--- src/rtl/ps2_tx_pkg.sv ---
package ps2_tx_pkg;

  typedef enum logic [3:0] {
    ST_IDLE,
    ST_RTS,
    ST_START,
    ST_CLK_REL,
    ST_BIT_LO,
    ST_BIT_HI,
    ST_REL_LO,
    ST_REL_HI,
    ST_ACK_DAT,
    ST_ACK_CLK
  } tx_state_e;

  function automatic logic odd_parity(input logic [7:0] d);
    return ~^d;
  endfunction

endpackage

--- src/rtl/ps2_tx_sync.sv ---
module ps2_tx_sync #(
  parameter int STAGES = 2,
  parameter int WIDTH  = 2
) (
  input  logic             clk,
  input  logic             rst_n,
  input  logic [WIDTH-1:0] d,
  output logic [WIDTH-1:0] q
);

  for (genvar g = 0; g < WIDTH; g++) begin : g_line
    logic [STAGES-1:0] chain;
    always_ff @(posedge clk or negedge rst_n) begin
      if (!rst_n) chain <= '1;
      else        chain <= {chain[STAGES-2:0], d[g]};
    end
    assign q[g] = chain[STAGES-1];
  end

endmodule

--- src/rtl/ps2_tx_timer.sv ---
module ps2_tx_timer #(
  parameter int CNT_W = 8
) (
  input  logic             clk,
  input  logic             rst_n,
  input  logic             load,
  input  logic [CNT_W-1:0] value,
  output logic             zero
);

  logic [CNT_W-1:0] cnt_q;

  always_ff @(posedge clk or negedge rst_n) begin
    if (!rst_n)              cnt_q <= '0;
    else if (load)           cnt_q <= value;
    else if (cnt_q != '0)    cnt_q <= cnt_q - 1'b1;
  end

  assign zero = (cnt_q == '0);

endmodule

--- src/rtl/ps2_cmd_tx.sv ---
module ps2_cmd_tx
  import ps2_tx_pkg::*;
#(
  parameter int HOLD_CYCLES    = 10000,
  parameter int TIMEOUT_CYCLES = 200000,
  parameter int SYNC_STAGES    = 2
) (
  input  logic       clk,
  input  logic       rst_n,
  input  logic       cmd_valid,
  output logic       cmd_ready,
  input  logic [7:0] cmd_data,
  input  logic       ps2_clk_in,
  input  logic       ps2_dat_in,
  output logic       clk_drive_low,
  output logic       dat_drive_low,
  output logic       busy,
  output logic       done,
  output logic       err
);

  localparam int  NBITS  = 9;
  localparam int  BIT_W  = $clog2(NBITS + 1);
  localparam int  MAXC   = (HOLD_CYCLES > TIMEOUT_CYCLES) ? HOLD_CYCLES : TIMEOUT_CYCLES;
  localparam int  CNT_W  = $clog2(MAXC + 1);
  localparam bit  TO_EN  = (TIMEOUT_CYCLES != 0);
  localparam logic [CNT_W-1:0] HOLD_LD = CNT_W'(HOLD_CYCLES - 1);
  localparam logic [CNT_W-1:0] TO_LD   = TO_EN ? CNT_W'(TIMEOUT_CYCLES - 1) : '0;

  tx_state_e        state_q, state_d;
  logic [NBITS-1:0] shift_q, shift_d;
  logic [BIT_W-1:0] nbit_q, nbit_d;
  logic             dat_q, dat_d;
  logic             done_q, done_d, err_q, err_d;
  logic             clk_s, dat_s, tmr_zero, tmr_load, in_wait;
  logic [1:0]       sync_q;
  logic [CNT_W-1:0] tmr_value;

  ps2_tx_sync #(.STAGES(SYNC_STAGES), .WIDTH(2)) u_sync (
    .clk(clk), .rst_n(rst_n), .d({ps2_clk_in, ps2_dat_in}), .q(sync_q)
  );
  assign clk_s = sync_q[1];
  assign dat_s = sync_q[0];

  assign tmr_load  = (state_d != state_q);
  assign tmr_value = (state_d == ST_RTS) ? HOLD_LD : TO_LD;

  ps2_tx_timer #(.CNT_W(CNT_W)) u_timer (
    .clk(clk), .rst_n(rst_n), .load(tmr_load), .value(tmr_value), .zero(tmr_zero)
  );

  assign in_wait = state_q inside {ST_CLK_REL, ST_BIT_LO, ST_BIT_HI, ST_REL_LO,
                                   ST_REL_HI, ST_ACK_DAT, ST_ACK_CLK};

  always_comb begin
    state_d = state_q;
    shift_d = shift_q;
    nbit_d  = nbit_q;
    dat_d   = dat_q;
    done_d  = 1'b0;
    err_d   = 1'b0;
    unique case (state_q)
      ST_IDLE: if (cmd_valid) begin
        shift_d = {odd_parity(cmd_data), cmd_data};
        nbit_d  = '0;
        state_d = ST_RTS;
      end
      ST_RTS: if (tmr_zero) begin
        dat_d   = 1'b1;
        state_d = ST_START;
      end
      ST_START:   state_d = ST_CLK_REL;
      ST_CLK_REL: if (clk_s) state_d = ST_BIT_LO;
      ST_BIT_LO: if (!clk_s) begin
        dat_d   = ~shift_q[0];
        shift_d = shift_q >> 1;
        state_d = ST_BIT_HI;
      end
      ST_BIT_HI: if (clk_s) begin
        nbit_d  = nbit_q + 1'b1;
        state_d = (nbit_q == BIT_W'(NBITS - 1)) ? ST_REL_LO : ST_BIT_LO;
      end
      ST_REL_LO: if (!clk_s) begin
        dat_d   = 1'b0;
        state_d = ST_REL_HI;
      end
      ST_REL_HI:  if (dat_s) state_d = ST_ACK_DAT;
      ST_ACK_DAT: if (!dat_s) state_d = ST_ACK_CLK;
      ST_ACK_CLK: if (!clk_s) begin
        done_d  = 1'b1;
        state_d = ST_IDLE;
      end
      default: state_d = ST_IDLE;
    endcase
    // a line event in the expiry cycle wins over the timeout
    if (TO_EN && in_wait && tmr_zero && (state_d == state_q)) begin
      err_d   = 1'b1;
      dat_d   = 1'b0;
      state_d = ST_IDLE;
    end
  end

  always_ff @(posedge clk or negedge rst_n) begin
    if (!rst_n) begin
      state_q <= ST_IDLE;
      shift_q <= '0;
      nbit_q  <= '0;
      dat_q   <= 1'b0;
      done_q  <= 1'b0;
      err_q   <= 1'b0;
    end else begin
      state_q <= state_d;
      shift_q <= shift_d;
      nbit_q  <= nbit_d;
      dat_q   <= dat_d;
      done_q  <= done_d;
      err_q   <= err_d;
    end
  end

  assign cmd_ready     = (state_q == ST_IDLE);
  assign busy          = (state_q != ST_IDLE);
  assign clk_drive_low = (state_q == ST_RTS) || (state_q == ST_START);
  assign dat_drive_low = dat_q;
  assign done          = done_q;
  assign err           = err_q;

  p_accept_busy_r2: assert property (@(posedge clk) disable iff (!rst_n)
    (cmd_valid && cmd_ready) |=> busy);

  p_start_after_hold_r3: assert property (@(posedge clk) disable iff (!rst_n)
    ($rose(dat_drive_low) && state_q == ST_START) |-> $past(clk_drive_low));

  p_clk_free_bits_r4: assert property (@(posedge clk) disable iff (!rst_n)
    (state_q inside {ST_CLK_REL, ST_BIT_LO, ST_BIT_HI, ST_REL_LO}) |-> !clk_drive_low);

  p_dat_hold_high_r5: assert property (@(posedge clk) disable iff (!rst_n)
    (state_q == ST_BIT_HI && $past(state_q) == ST_BIT_HI) |-> $stable(dat_drive_low));

  p_done_idle_r8: assert property (@(posedge clk) disable iff (!rst_n)
    done |-> (!busy && cmd_ready && !clk_drive_low && !dat_drive_low));

  p_done_err_excl_r8: assert property (@(posedge clk) disable iff (!rst_n)
    !(done && err));

  p_err_release_r10: assert property (@(posedge clk) disable iff (!rst_n)
    err |-> (!busy && !clk_drive_low && !dat_drive_low));

endmodule

--- config.mk ---
export PLATFORM = sky130hd
export DESIGN_NAME = ps2_cmd_tx
export DESIGN_NICKNAME = d
export VERILOG_FILES = /design/src/rtl/ps2_tx_pkg.sv /design/src/rtl/ps2_tx_sync.sv /design/src/rtl/ps2_tx_timer.sv /design/src/rtl/ps2_cmd_tx.sv
export SDC_FILE = /design/constraint.sdc
export NUM_CORES = 1
export LEC_CHECK = 0
export ABC_CLOCK_PERIOD_IN_PS = 4800
export BUFFER_PORTS_ARGS = -buffer_cell sky130_fd_sc_hd__buf_2
export CAP_MARGIN = 20
export CELL_PAD_IN_SITES_DETAIL_PLACEMENT = 1
export CELL_PAD_IN_SITES_GLOBAL_PLACEMENT = 1
export CORE_UTILIZATION = 25
export DETAILED_ROUTE_END_ITERATION = 10
export PLACE_DENSITY_LB_ADDON = 0.12
export SYNTH_ARGS = -nofsm -noshare
export SYNTH_HDL_FRONTEND = slang
export SYNTH_SLANG_ARGS = --single-unit
--- constraint.sdc ---
create_clock -name clk -period 4.8 [get_ports clk]
set_input_delay 0.48 -clock clk [delete_from_list [all_inputs] [get_ports clk]]
set_output_delay 0.48 -clock clk [all_outputs]
set_load 0.05 [all_outputs]
# == Word-level counts from Yosys, hierarchy flattened ==
# Cells that the tools add are included.
# word_totals
reg_bits,42
latch_bits,0
ram_bits,0
romBits,0
inputBits,13
output_inout_bits,6
wordCells,76
memories,0
# classes
addsub,2
n_mul,0
div_mod_pow,0
magnitude_cmp,0
n_eq_ne,19
shift,0
n_mux,29
bitwise,1
n_reduce_logical,16
# op_table
operator,n
18-bit two-way mux,3
4-bit two-way mux,12
4-bit one-hot mux with 10 select lines,1
18-bit logical NOT,1
9-bit two-way mux,2
9-bit one-hot mux with 2 select lines,1
18-bit nonzero test,1
18-bit by 1-bit subtractor with 18-bit output (second input constant),1
4-bit by 3-bit equality test with 1-bit output (second input constant),4
4-bit equality test (second input constant),3
3-bit inequality test (second input constant),3
4-bit by 1-bit equality test with 1-bit output (second input constant),2
4-bit by 2-bit equality test with 1-bit output (second input constant),2
4-bit one-hot mux with 2 select lines,1
4-bit nonzero test,2
8-bit XNOR reduction,1
1-bit two-way mux,7
7-bit nonzero test,1
3-bit AND reduction,2
2-bit nonzero test,3
4-bit by 1-bit adder with 4-bit output (second input constant),1
4-bit equality test,1
4-bit logical NOT,1
2-bit inequality test (second input constant),2
other kinds (8),9

# == Logic depth before layout (Yosys ltp) ==
# depth
ltp_word,10
mapped_depth,9
mapped_depth_nobuf,7

# == Modules after synthesis ==
# From an unflattened synthesis, not the netlist that was laid out.
# unflattened
hier_cells,288
hier_area_um2,2697.6
# by_module_without_submodules
module,instances,cells_each,area_per_inst_um2,seq_area_each_um2
ps2_cmd_tx,1,155,1436.4,500.5
ps2_tx_timer,1,127,1141.1,450.4
ps2_tx_sync,1,6,120.1,105.1

# == Worst setup path before layout ==
# No wires, ideal clock.
# synth_path
kind,register -> register
start,register state_q[0]
end,register u_timer.cnt_q[13]
setup_time_ns,0.125
arrival_time_ns,2.691
required_ns,4.675
path_slack_ns,1.984
stages_incl_launch_ff,9
n_path_buf,2
period_less_slack_ns,2.816
cell_sequence,dfrtp_1 -> buf_6 -> nor4_2 -> and2_1 -> a211oi_1 -> a211oi_2 -> o21ba_2 -> buf_6 -> mux2_4
# synth_between
elab_chain_cells,8
elab_cells_between_ends,30
cone_classes,12 x eq/ne; 13 x mux; 5 x reduce/logical
# synth_lines
element,line_no,rtl
"start, declared",ps2_cmd_tx.sv:30,"tx_state_e state_q, state_d;"
"start signal, assigned",ps2_cmd_tx.sv:112,state_q <= state_d;
4-bit logical NOT *,n/a,
named net cmd_ready,ps2_cmd_tx.sv:11,"output logic cmd_ready,"
4-bit one-hot mux with 10 select lines *,ps2_cmd_tx.sv:62,unique case (state_q)
4-bit equality test,ps2_cmd_tx.sv:96,if (TO_EN && in_wait && tmr_zero && (state_d == state_q)) begin
1-bit logical AND,ps2_cmd_tx.sv:96,
4-bit two-way mux *,ps2_cmd_tx.sv:96,
4-bit by 1-bit equality test with 1-bit output,ps2_cmd_tx.sv:46,assign tmr_value = (state_d == ST_RTS) ? HOLD_LD : TO_LD;
18-bit two-way mux,ps2_cmd_tx.sv:46,
18-bit two-way mux,ps2_tx_timer.sv:15,else if (load) cnt_q <= value;
"end signal, assigned",ps2_tx_timer.sv:15,
"end signal, assigned",ps2_tx_timer.sv:16,else if (cnt_q != '0) cnt_q <= cnt_q - 1'b1;
"end, declared",ps2_tx_timer.sv:11,logic [CNT_W-1:0] cnt_q;
# The timed path passes the listed nets; every way through them passes the cells marked *.
# A chain may end at the register's enable or synchronous reset.

# == Worst setup path after layout ==
# layout_path
start,register state_q[0]
end,register u_timer.cnt_q[9]
# layout_between
elab_chain_cells,8
elab_cells_between_ends,30
cone_classes,12 x eq/ne; 13 x mux; 5 x reduce/logical
# layout_lines
element,line_no
4-bit equality test (tied with other cells),"ps2_cmd_tx.sv:52, ps2_cmd_tx.sv:62"
4-bit one-hot mux with 10 select lines or 7-bit nonzero test (tied branches),"ps2_cmd_tx.sv:62, ps2_cmd_tx.sv:52"
4-bit equality test or 1-bit logical AND (tied branches),ps2_cmd_tx.sv:96
1-bit logical AND,ps2_cmd_tx.sv:96
4-bit two-way mux,ps2_cmd_tx.sv:96
4-bit by 1-bit equality test with 1-bit output,ps2_cmd_tx.sv:46
18-bit two-way mux,ps2_cmd_tx.sv:46
18-bit two-way mux,ps2_tx_timer.sv:15
# Parallel ways exist; a longest one is shown, timed or not.

==> qor.csv <==
stage,metric,value,unit
outcome,outcome,"finished, final reports clean",
min_path,Min-Delay Path Class,input port to async pin,
synthesis,Avg Inst Size Synth,9.66,µm²
critical_path,"Arr. time, crit path",3.12,ns
synthesis,post-synthesis register bit count,42,
sta,highest clock rate,0.341,GHz
floorplanning,die width,99.5,µm
cts,"Clk Latency, worst-skew pair",0.30,ns
critical_path,CP Capture Type,flip-flop,
floorplanning,total die area,9900,µm²
cells_and_area,Layout Nets,278,
floorplanning,Initial Util,0.257,
global_routing,grt met1 use,0.167,
cts,total clock sinks,42,
global_routing,GRT Residual Overflow,0,
power,LEAKAGE,1.11,nW
cells_and_area,Inserted Diodes,0,
synthesis,Netlist cell types,49,
placed_design,number of I/O port buffers,18,
global_routing,antenna violations before repair,0,
critical_path,crit-path max cell delay,0.76,ns
cells_and_area,Fill cells,1083,
global_routing,"Most Used Layer, Global Route",met2,
global_routing,met2 usage,0.185,
sta,unrepaired setup endpoints after global routing,false,
drt,vias after detailed routing,1790,
placed_design,HPWL after DPL,3620,µm
critical_path,Register-to-Register Setup Slack,1.86,ns
cts,clk slew on worst S/H paths,0.09,ns
critical_path,buffers and inverters on the worst path,0,
cts,clock root cell,clkbuf_8,
global_routing,GRT Overall Usage,0.118,
sta,Final setup viols,0,
critical_path,Setup CP Type,flip-flop to flip-flop,
cts,cts hold-fix bufs,0,
global_routing,maximum number of pins on one net before global-route repair,43,
cts,Num CTS Buffers,5,
cts,Clock Tree Buf Depth,2,
floorplanning,Die H,99.5,µm
cells_and_area,"most common cell after layout, fill and taps aside",dfrtp_1,
synthesis,Cells after Synth,246,
synthesis,synthesized area,2380,µm²
floorplanning,io pins,19,
drt,initial DRC count,19,
drt,drt drc,0,
cts,post-CTS setup repair buffer count,0,
placed_design,placed instance count,382,
cells_and_area,post-route insts no fill,391,
synthesis,leading area contributor after synthesis,dfrtp_1,
cells_and_area,layout cell share with drive strength beyond 1,0.164,
power,Pwr Density,356,nW/µm²
sta,total negative slack,0,ns
cts,CTS tree,yes,
drt,final antenna-violating net count,0,
critical_path,crit start category,flip-flop,
power,Max VDD drop,0.136,mV
sta,final hold slack,0.0602,ns
global_routing,vias in the first global route,1806,
synthesis,syn nets,263,
synthesis,Yosys top cell area share,0.400,
floorplanning,core area,9240,µm²
floorplanning,FP Rows,35,
global_routing,GR Layer Usage met3,0.0232,
sta,period utilization,0.612,
critical_path,CP max FO,19,
sta,Slew HR,0.385,
placed_design,GPL Wtd Cong,0.686,
drt,drt wl/cell,13.9,µm
critical_path,crit-path cells,nor4_2 > and2_1 > a211oi_1 > o21ai_0 > o21ba_2 > mux2_4,
flow_run,MaxCap Viol Count,0,
cells_and_area,"commonest cells after routing, fill and taps aside","dfrtp_1 (38), nand2_1 (32), nor2_1 (24)",
cts,CTS resizes,0,
cells_and_area,Layout area overhead,14.2,%
sta,worst slew pin tran,0.920,ns
global_routing,first-pass GRT wire length,9250,µm
critical_path,"delay-heaviest family, CP",compound AO/OA/AOI/OAI gates,
critical_path,r2r endpoint,u_timer.cnt_q[9],
sta,min cycle time layout,2.94,ns
critical_path,slowest CP cell,dfrtp_1,
synthesis,Yosys warning count,0,
critical_path,CP Data Required Time,4.98,ns
drt,Pre-antenna DRT Iters,4,
critical_path,Reg2Reg Depth,6,
sta,"Hold Violations, Final",0,
drt,vias per std cell,4.58,
synthesis,Area contributors post-synth,"dfrtp_1 (40%), xnor2_1 (6.6%), mux2i_1 (5.1%)",
cells_and_area,Multi-input gate area,1220,µm²
synthesis,"Seq/Total Area, Yosys",0.444,
cells_and_area,register area,1060,µm²
critical_path,reg-to-reg critical path startpoint,state_q[0],
sta,Final Max Tran Viols,0,
cts,H-tree levels,2,
sta,Setup Skew,0.00929,ns
drt,total routed wirelength,5430,µm
registers in the layout, indices dropped and copies added, names as in the netlist:
| signal | flops |
|---|---|
| u_sync.g_line.chain | 4 |
| shift_q | 9 |
| dat_drive_low | 1 |
| err | 1 |
| state_q | 4 |
| done | 1 |
| u_timer.cnt_q | 18 |
| nbit_q | 4 |
per-layer routing:
layer  routed length [µm]  up-vias
met1                 2860      895
met5                    0        -
met3                   92        2
met4                   29        0
met2                 2440       13
li1                     -      880
layout make-up:
type | count | area share
inverter | 7 | 0.00968
clock buffer | 5 | 0.0254
sequential | 42 | 0.389
tap | 129 | 0.0595
clock inverter | 3 | 0.0254
timing repair buffer | 19 | 0.0406
multi-input combinational | 186 | 0.450
synth_stat cells (all sizes together):
cell type and instances:
or4b 1, nand2 32, xor2 6, clkbuf 4
xnor2 18, o21ba 1, a21oi 6, o32ai 2
a211oi 2, maj3 1, nor2b 4, dfstp 4
a31oi 1, o21ai 14, nand3 8, or3b 1
mux2i 12, ha 4, or4 3, inv 7
buf 7, nor2 25, nor3 6, nand3b 4
a21boi 2, nand2b 1, nand4b 2, o31ai 3
o31a 1, a22o 2, mux2 3, a22oi 1
a21o 2, dfrtp 38, nand4 5, nor4 6
and3 2, and2 4, o221a 1
logic make-up after synthesis:
| logic type | share of synthesized area |
|---|---|
| muxes | 0.0679 |
| adders and majority gates | 0.0253 |
| buffers and inverters | 0.0416 |
| DFF | 0.444 |
| and+or+nand+nor | 0.227 |
| xor gates and xnor gates | 0.0884 |
| AOI/OAI and AO/OA | 0.106 |
worst max-delay path by stage:
stage	to	slack, ns	from	cells after the start
6_report	u_timer.cnt_q[9]	1.86	state_q[0]	6
5_1_grt	u_timer.cnt_q[13]	1.59	state_q[0]	6
4_1_cts	u_timer.cnt_q[13]	1.81	state_q[0]	6
3_5_place_dp	u_timer.cnt_q[9]	1.82	state_q[0]	6
3_3_place_gp	u_timer.cnt_q[9]	1.90	state_q[0]	6
2_1_floorplan	u_timer.cnt_q[13]	1.98	state_q[0]	8
power by group:
| group | switching [mW] | internal [mW] | total (mW) |
|---|---|---|---|
| Clock | 0.140 | 0.209 | 0.349 |
| Combinational | 0.0890 | 0.0712 | 0.160 |
| Sequential | 0.0481 | 0.409 | 0.457 |
| Total | 0.277 | 0.689 | 0.966 |
worst reg2reg max path: cells and delay by family (launching register included):
kind | cells | cell delay (ns)
flip-flops | 1 | 0.76
multiplexers | 1 | 0.34
AND/OR/NAND/NOR | 2 | 0.52
AO/OA/AOI/OAI | 3 | 1.20
metrics by stage:
| step | util | setup slack [ns] | total power, mW | area (µm²) |
|---|---|---|---|---|
| floorplan | - | 1.98 | 0.577 | 2380 |
| global placement | 0.277 | 1.90 | 0.622 | 2560 |
| detailed placement | 0.277 | 1.82 | 0.626 | 2560 |
| CTS | 0.292 | 1.81 | 0.986 | 2690 |
| global route | 0.294 | 1.59 | 1.02 | 2710 |
| finish | 0.294 | 1.86 | 0.966 | 2710 |
Note: power is estimated with default switching activity, not from simulation.
